File: src/rtl/secfilt_pkg.sv
package secfilt_pkg;
  localparam int RIDX_W = 5;
  localparam int PERM_LSB = 30;
  localparam logic [31:0] ID_VALUE = 32'hB105_F00D;

  typedef enum logic [3:0] {
    FLD_NONE, FLD_BUILD, FLD_IDENT, FLD_BASE_LO, FLD_BASE_HI,
    FLD_TOP_LO, FLD_TOP_HI, FLD_ATTR, FLD_ACCESS
  } fld_e;

  typedef struct packed {
    logic             wr;
    fld_e             fld;
    logic [RIDX_W-1:0] region;
    logic [1:0]       idByte;
  } regStrb_t;
endpackage

File: src/rtl/secfilt_ctrl.sv
module secfilt_ctrl
  import secfilt_pkg::*;
#(
  parameter int REG_AW      = 8,
  parameter int NUM_REGIONS = 9
) (
  input  logic [REG_AW-1:0] regAddr,
  input  logic              regWrEn,
  output regStrb_t          strb
);
  logic [REG_AW-1:0] offs;
  logic [REG_AW-1:0] slot;

  assign offs = regAddr - REG_AW'(16);
  assign slot = offs >> 3;

  always_comb begin
    strb        = '0;
    strb.fld    = FLD_NONE;
    strb.wr     = regWrEn;
    strb.idByte = regAddr[1:0];
    strb.region = RIDX_W'(slot);
    if (regAddr == '0) begin
      strb.fld = FLD_BUILD;
    end else if (regAddr >= REG_AW'(4) && regAddr <= REG_AW'(7)) begin
      strb.fld = FLD_IDENT;
    end else if (regAddr >= REG_AW'(16) && 32'(slot) < NUM_REGIONS) begin
      case (offs[2:0])
        3'd0:    strb.fld = FLD_BASE_LO;
        3'd1:    strb.fld = FLD_BASE_HI;
        3'd2:    strb.fld = FLD_TOP_LO;
        3'd3:    strb.fld = FLD_TOP_HI;
        3'd4:    strb.fld = FLD_ATTR;
        3'd5:    strb.fld = FLD_ACCESS;
        default: strb.fld = FLD_NONE;
      endcase
    end
  end
endmodule

File: src/rtl/secfilt_dp.sv
module secfilt_dp
  import secfilt_pkg::*;
#(
  parameter int NUM_FILTERS = 4,
  parameter int NUM_REGIONS = 9,
  parameter int ADDR_W      = 40,
  parameter int NUM_MASTERS = 16,
  parameter int FILT_W      = 2,
  parameter int MID_W       = 4
) (
  input  logic              clk,
  input  logic              rst_n,
  input  regStrb_t          strb,
  input  logic [31:0]       regWrData,
  output logic [31:0]       regRdData,
  input  logic              chkValid,
  input  logic [ADDR_W-1:0] chkAddr,
  input  logic              chkWrite,
  input  logic              chkSecure,
  input  logic [MID_W-1:0]  chkMaster,
  input  logic [FILT_W-1:0] chkFilter,
  output logic              chkRespValid,
  output logic              chkPermit
);
  localparam logic [63:0] ADDR_MASK = (ADDR_W >= 64) ? {64{1'b1}}
                                      : ((64'd1 << ADDR_W) - 64'd1);
  localparam logic [31:0] LO_PAGE = 32'h0000_0FFF;

  logic [63:0]            baseV [NUM_REGIONS];
  logic [63:0]            topV  [NUM_REGIONS];
  logic [NUM_FILTERS-1:0] fenV  [NUM_REGIONS];
  logic [1:0]             permV [NUM_REGIONS];
  logic [31:0]            accV  [NUM_REGIONS];

  for (genvar r = 0; r < NUM_REGIONS; r++) begin : g_rgn
    logic       hit;
    logic [1:0] permR;
    logic [31:0] accR;
    assign hit = strb.wr && (strb.region == RIDX_W'(r));

    always_ff @(posedge clk or negedge rst_n) begin
      if (!rst_n) begin
        permR <= '0;
        accR  <= '0;
      end else if (hit) begin
        if (strb.fld == FLD_ATTR)   permR <= regWrData[PERM_LSB+1:PERM_LSB];
        if (strb.fld == FLD_ACCESS) accR  <= regWrData;
      end
    end
    assign permV[r] = permR;
    assign accV[r]  = accR;

    if (r == 0) begin : g_fixed
      assign baseV[r] = '0;
      assign topV[r]  = ADDR_MASK;
      assign fenV[r]  = '1;
    end else begin : g_prog
      logic [63:0]            baseR, topR;
      logic [NUM_FILTERS-1:0] fenR;
      always_ff @(posedge clk or negedge rst_n) begin
        if (!rst_n) begin
          baseR <= '0;
          topR  <= 64'(LO_PAGE);
          fenR  <= '0;
        end else if (hit) begin
          case (strb.fld)
            FLD_BASE_LO: baseR[31:0]  <= regWrData & ADDR_MASK[31:0] & ~LO_PAGE;
            FLD_BASE_HI: baseR[63:32] <= regWrData & ADDR_MASK[63:32];
            FLD_TOP_LO:  topR[31:0]   <= (regWrData | LO_PAGE) & ADDR_MASK[31:0];
            FLD_TOP_HI:  topR[63:32]  <= regWrData & ADDR_MASK[63:32];
            FLD_ATTR:    fenR         <= regWrData[NUM_FILTERS-1:0];
            default: ;
          endcase
        end
      end
      assign baseV[r] = baseR;
      assign topV[r]  = topR;
      assign fenV[r]  = fenR;
    end
  end

  // Register readback
  always_comb begin
    int ri;
    ri = int'(strb.region);
    regRdData = '0;
    if (ri < NUM_REGIONS) begin
      case (strb.fld)
        FLD_BASE_LO: regRdData = baseV[ri][31:0];
        FLD_BASE_HI: regRdData = baseV[ri][63:32];
        FLD_TOP_LO:  regRdData = topV[ri][31:0];
        FLD_TOP_HI:  regRdData = topV[ri][63:32];
        FLD_ATTR: begin
          regRdData = 32'(fenV[ri]);
          regRdData[PERM_LSB+1:PERM_LSB] = permV[ri];
        end
        FLD_ACCESS:  regRdData = accV[ri];
        default: ;
      endcase
    end
    if (strb.fld == FLD_BUILD)
      regRdData = {6'b0, 2'(NUM_FILTERS-1), 11'b0, 5'(NUM_REGIONS-1), 8'(ADDR_W-1)};
    else if (strb.fld == FLD_IDENT)
      regRdData = {24'b0, ID_VALUE[8*strb.idByte +: 8]};
  end

  // Region match with highest-index priority, then permission decision
  logic [63:0] addrX;
  logic        allow;
  assign addrX = 64'(chkAddr);

  always_comb begin
    int win;
    int fi;
    int mi;
    win = 0;
    fi  = int'(chkFilter);
    mi  = int'(chkMaster);
    for (int r = 0; r < NUM_REGIONS; r++) begin
      if (fi < NUM_FILTERS && fenV[r][fi] && addrX >= baseV[r] && addrX <= topV[r])
        win = r;
    end
    if (chkSecure)
      allow = chkWrite ? permV[win][1] : permV[win][0];
    else if (mi < NUM_MASTERS)
      allow = chkWrite ? accV[win][16+mi] : accV[win][mi];
    else
      allow = 1'b0;
  end

  always_ff @(posedge clk or negedge rst_n) begin
    if (!rst_n) begin
      chkRespValid <= 1'b0;
      chkPermit    <= 1'b0;
    end else begin
      chkRespValid <= chkValid;
      chkPermit    <= chkValid && allow;
    end
  end
endmodule

File: src/rtl/sec_region_filter.sv
module sec_region_filter
  import secfilt_pkg::*;
#(
  parameter int NUM_FILTERS = 4,
  parameter int NUM_REGIONS = 9,
  parameter int ADDR_W      = 40,
  parameter int NUM_MASTERS = 16,
  parameter int REG_AW      = 8,
  localparam int FILT_W     = (NUM_FILTERS > 1) ? $clog2(NUM_FILTERS) : 1,
  localparam int MID_W      = (NUM_MASTERS > 1) ? $clog2(NUM_MASTERS) : 1
) (
  input  logic              clk,
  input  logic              rst_n,
  input  logic [REG_AW-1:0] regAddr,
  input  logic              regWrEn,
  input  logic [31:0]       regWrData,
  output logic [31:0]       regRdData,
  input  logic              chkValid,
  input  logic [ADDR_W-1:0] chkAddr,
  input  logic              chkWrite,
  input  logic              chkSecure,
  input  logic [MID_W-1:0]  chkMaster,
  input  logic [FILT_W-1:0] chkFilter,
  output logic              chkRespValid,
  output logic              chkPermit
);
  regStrb_t strb;

  secfilt_ctrl #(.REG_AW(REG_AW), .NUM_REGIONS(NUM_REGIONS)) ctrl_i (
    .regAddr(regAddr), .regWrEn(regWrEn), .strb(strb)
  );

  secfilt_dp #(
    .NUM_FILTERS(NUM_FILTERS), .NUM_REGIONS(NUM_REGIONS), .ADDR_W(ADDR_W),
    .NUM_MASTERS(NUM_MASTERS), .FILT_W(FILT_W), .MID_W(MID_W)
  ) dp_i (
    .clk(clk), .rst_n(rst_n), .strb(strb), .regWrData(regWrData),
    .regRdData(regRdData), .chkValid(chkValid), .chkAddr(chkAddr),
    .chkWrite(chkWrite), .chkSecure(chkSecure), .chkMaster(chkMaster),
    .chkFilter(chkFilter), .chkRespValid(chkRespValid), .chkPermit(chkPermit)
  );
endmodule

File: config.mk
export PLATFORM = sky130hd
export DESIGN_NAME = sec_region_filter
export DESIGN_NICKNAME = d
export VERILOG_FILES = /design/src/rtl/secfilt_pkg.sv /design/src/rtl/secfilt_ctrl.sv /design/src/rtl/secfilt_dp.sv /design/src/rtl/sec_region_filter.sv
export SDC_FILE = /design/constraint.sdc
export NUM_CORES = 2
export LEC_CHECK = 0
export BUFFER_PORTS_ARGS = -buffer_cell sky130_fd_sc_hd__buf_4
export CAP_MARGIN = 10
export CORE_AREA = 2 2 306 308
export CTS_CLUSTER_DIAMETER = 30
export DETAILED_ROUTE_END_ITERATION = 8
export DIE_AREA = 0 0 308 310
export GPL_TIMING_DRIVEN = 1
export MAX_ROUTING_LAYER = met4
export PLACE_DENSITY_LB_ADDON = 0.08
export SLEW_MARGIN = 25
export SYNTH_ARGS = -nofsm -noshare
export SYNTH_HDL_FRONTEND = slang
export SYNTH_SLANG_ARGS = --single-unit
File: constraint.sdc
create_clock -name clk -period 5.4 [get_ports clk]
set_input_delay 1.08 -clock clk [delete_from_list [all_inputs] [get_ports clk]]
set_output_delay 1.08 -clock clk [all_outputs]
set_load 0.02 [all_outputs]
==> impl_metrics.yaml <==
cts:
  root_buffer: "clkbuf_16"
  numCtsBuffers: 194
  cts_tree: "done"
  htreeDepth: 4
  clock_path_buffers: 3
  cts.clk_slew.worst_paths_ns: 0.04
  insertion_delay_ns: 0.80
  post_cts_buffers: 0
  cts.sinks: 788
yosys:
  yosys.area.top_type_share_pct: 39.1
  yosysUniqueCellTypes: 85
  async_flop_share_pct: 100
  synth-seq-area-share_pct: 39.1
  ys_warn_count: 0
  synth-simple-area-share_pct: 8.81
  synth.most_common_cell: "dfrtp_1"
  ys_ff_latch: 788
  synth_cells: 4933
  ys.flop_type: "dfrtp_1"
  synth_xor_area_share_pct: 0.0521
  synth_top_family_by_area: "multiplexers"
  muxShareOfSynthArea_pct: 21.3
  syn_area_mm2: 0.0504
  synth_edf_count: 0
  yosysTopAreaCell: "dfrtp_1"
  ys_top_cells_by_area: "dfrtp_1 (39%), mux2_2 (14%), ha_1 (11%), mux4_2 (6.1%), o21ai_0 (3.5%)"
  synth_compound_area_share_pct: 13.8
  syn-num-nets: 5476
  synth-adder-area-share_pct: 11.2
  avgSynthCellArea_um2: 10.2
  synth_common_cells: "dfrtp_1 (788), mux2_2 (620), nand2_1 (467), inv_1 (462), ha_1 (451)"
pwr:
  p_leak_nw: 29.6
  vdd_drop_max_mv: 0.385
  p_per_area_mw_per_mm2: 331
  power_mw: 20.6
critical_path:
  crit_type: "in2out"
  reg2reg_from: "dp_i.g_rgn[7].g_prog.topR[37]$_DFFE_PN0P_"
  crit_path_end_kind: "output pin"
  timing.reg2reg.setup_slack_ns: 0.50
  crit_required_ns: 4.32
  startpoint: "regAddr[4]"
  setup.worst_path.start_class: "input pin"
  cp.arrival_ns: 4.14
  crit_fanout: 9
place:
  io_buffers: 125
  finalWeightedCongestion: 0.994
  dp_hpwl_mm: 127
sta:
  tightest_slew_ns: 0.976
  rsz0062_at_grt: "false"
  finalCriticalPeriod_ns: 5.22
  fin_crit_sh_pct: 96.6
  slew_violations: 0
  timing.hold.ws_ns: 0.297
  hold_viol: 0
  fin_skew_ns: 0.0312
  relSlewSlack_pct: 34.7
  max_freq_mhz: 192
  setup_violations: 0
detailed_routing:
  vias: 42600
  drc: 0
  avgViaCountPerCell: 6.36
  wl_per_cell_um: 26.8
  drtIter0Drc: 4104
  drt-pass1-iter-count: 5
  ant_nets: 0
  wirelength_mm: 179
cells_and_area:
  fin_nets: 5866
  area_growth_pct: 23.1
  seqCellArea_mm2: 0.0197
  drive_gt1_share_pct: 30.3
  utilization_pct: 67.1
  multi_input_area_mm2: 0.0280
  fill_cells: 7280
floorplan:
  boundaryPins: 126
  die_h_um: 310
  start_util_pct: 54.5
  row_count: 112
  dieArea_mm2: 0.0955
  core_mm2: 0.0925
  fp.dieW_um: 308
grt:
  grt.overflow.total: 0
  grtUsageTotal_pct: 39.1
  grt_pass1_vias: 42800
  grt_max_degree: 115
  grt_pass1_wl_mm: 271
  antenna_found_initial: 2
min_path:
  hp-class: "in2async"
status:
  outcome: "complete, no violations"
job:
  maxCapViolCount: 0
-- routing by layer --
layer / vias up / share of wire (%) / track usage [%]
li1: 18800 / - / -
met1: 21400 / 41 / 50.9
met2: 1867 / 46 / 59.4
met3: 449 / 7.8 / 6.82
met4: 0 / 5.1 / 19.2
met5: - / 0 / -
-- sequential cells by signal, summed over array words and instances (netlist names) --
name / flops
dp_i.chkPermit: 1
dp_i.chkRespValid: 1
dp_i.g_rgn.accR: 288
dp_i.g_rgn.g_prog.baseR: 224
dp_i.g_rgn.g_prog.fenR: 32
dp_i.g_rgn.g_prog.topR: 224
dp_i.g_rgn.permR: 18
-- worst paths after layout --
| path | end | cells past startpoint |
|---|---|---|
| worst max-delay path | regRdData[3] | 13 |
| min in group clk | dp_i.chkRespValid$_DFF_PN0_ | 1 |
| max in group asynchronous | dp_i.g_rgn[4].accR[8]$_DFFE_PN0P_ | 2 |
| worst min register to register | dp_i.g_rgn[7].g_prog.topR[16]$_DFFE_PN0P_ | 1 |
| worst max register to register | dp_i.chkPermit$_DFF_PN0_ | 21 |
| worst min-delay path | dp_i.g_rgn[2].g_prog.baseR[13]$_DFFE_PN0P_ | 1 |
-- cells by family (layout without fill, tap and decap cells) --
kind of cell,after synthesis,after routing
buffers and inverters,766,1327
xor gates and xnor gates,3,3
AOI/OAI and AO/OA,1117,1117
muxes,825,825
DFF,788,788
other,0,1
and+or+nand+nor,983,983
adders and majority gates,451,451
-- repair_timing --
action / 4_1_cts / 5_1_grt
hold buffers: 0 / 0
setup endpoints to repair: 0 / 3
gates resized for setup: 0 / 5
-- report_power, final --
part | total [mW] | switching, mW | internal (mW)
logic | 1.97 | 1.26 | 0.710
registers | 6.19 | 0.117 | 6.08
clock network | 12.4 | 4.03 | 8.36
-- worst max-delay path: stages --
cell and delay, ns:
buf_8 0.12, inv_1 0.18, ha_4 0.22, xnor2_2 0.15, a21o_1 0.11, and3_1 0.33, nand2_1 0.13, nor2_1 0.51
nand2_1 0.55, o211ai_1 0.28, a31oi_1 0.12, o21ai_0 0.16, buf_4 0.20
-- placed cells by master, fill, tap and decap left out, types with 15 or more instances in the layout --
cell,instances
mux2i_1,69
nor4_1,16
a21o_1,49
clkinv_2,29
nor2_1,169
buf_4,470
nand3_1,109
bufinv_16,27
inv_6,15
mux2_2,620
dfrtp_1,788
nand2_1,459
and4_1,15
nor3_1,30
a221oi_1,24
o22a_1,22
ha_1,450
a31oi_1,15
buf_12,23
mux4_2,136
o21ai_0,353
a22oi_1,79
a2111oi_0,16
clkbuf_16,194
o22ai_1,59
clkinv_4,22
a211oi_1,39
clkbuf_8,30
clkinvlp_4,22
o211ai_1,31
nand4_1,86
inv_1,462
a21oi_1,296
-- metrics by stage --
stage	cells	setup WS, ns	instance area, um2	setup TNS, ns
2_1_floorplan	4933	0.427	50400	0
3_3_place_gp	6324	-0.620	54900	-0.620
3_5_place_dp	6324	-0.580	54900	-0.580
4_1_cts	6691	0.0440	62000	0
5_1_grt	6692	0.0334	62000	0
6_report	6692	0.184	62000	0
-- final cells by class --
cell class,instances,area share [%]
flip-flops and latches,788,31.8
diodes,1,0.00403
repair buffers,496,6.50
inverters,464,2.81
clock buffers,238,8.57
clock inverters,129,2.86
multi-input cells,3379,45.1
well taps,1197,2.41
(Power assumes the default switching activity.)
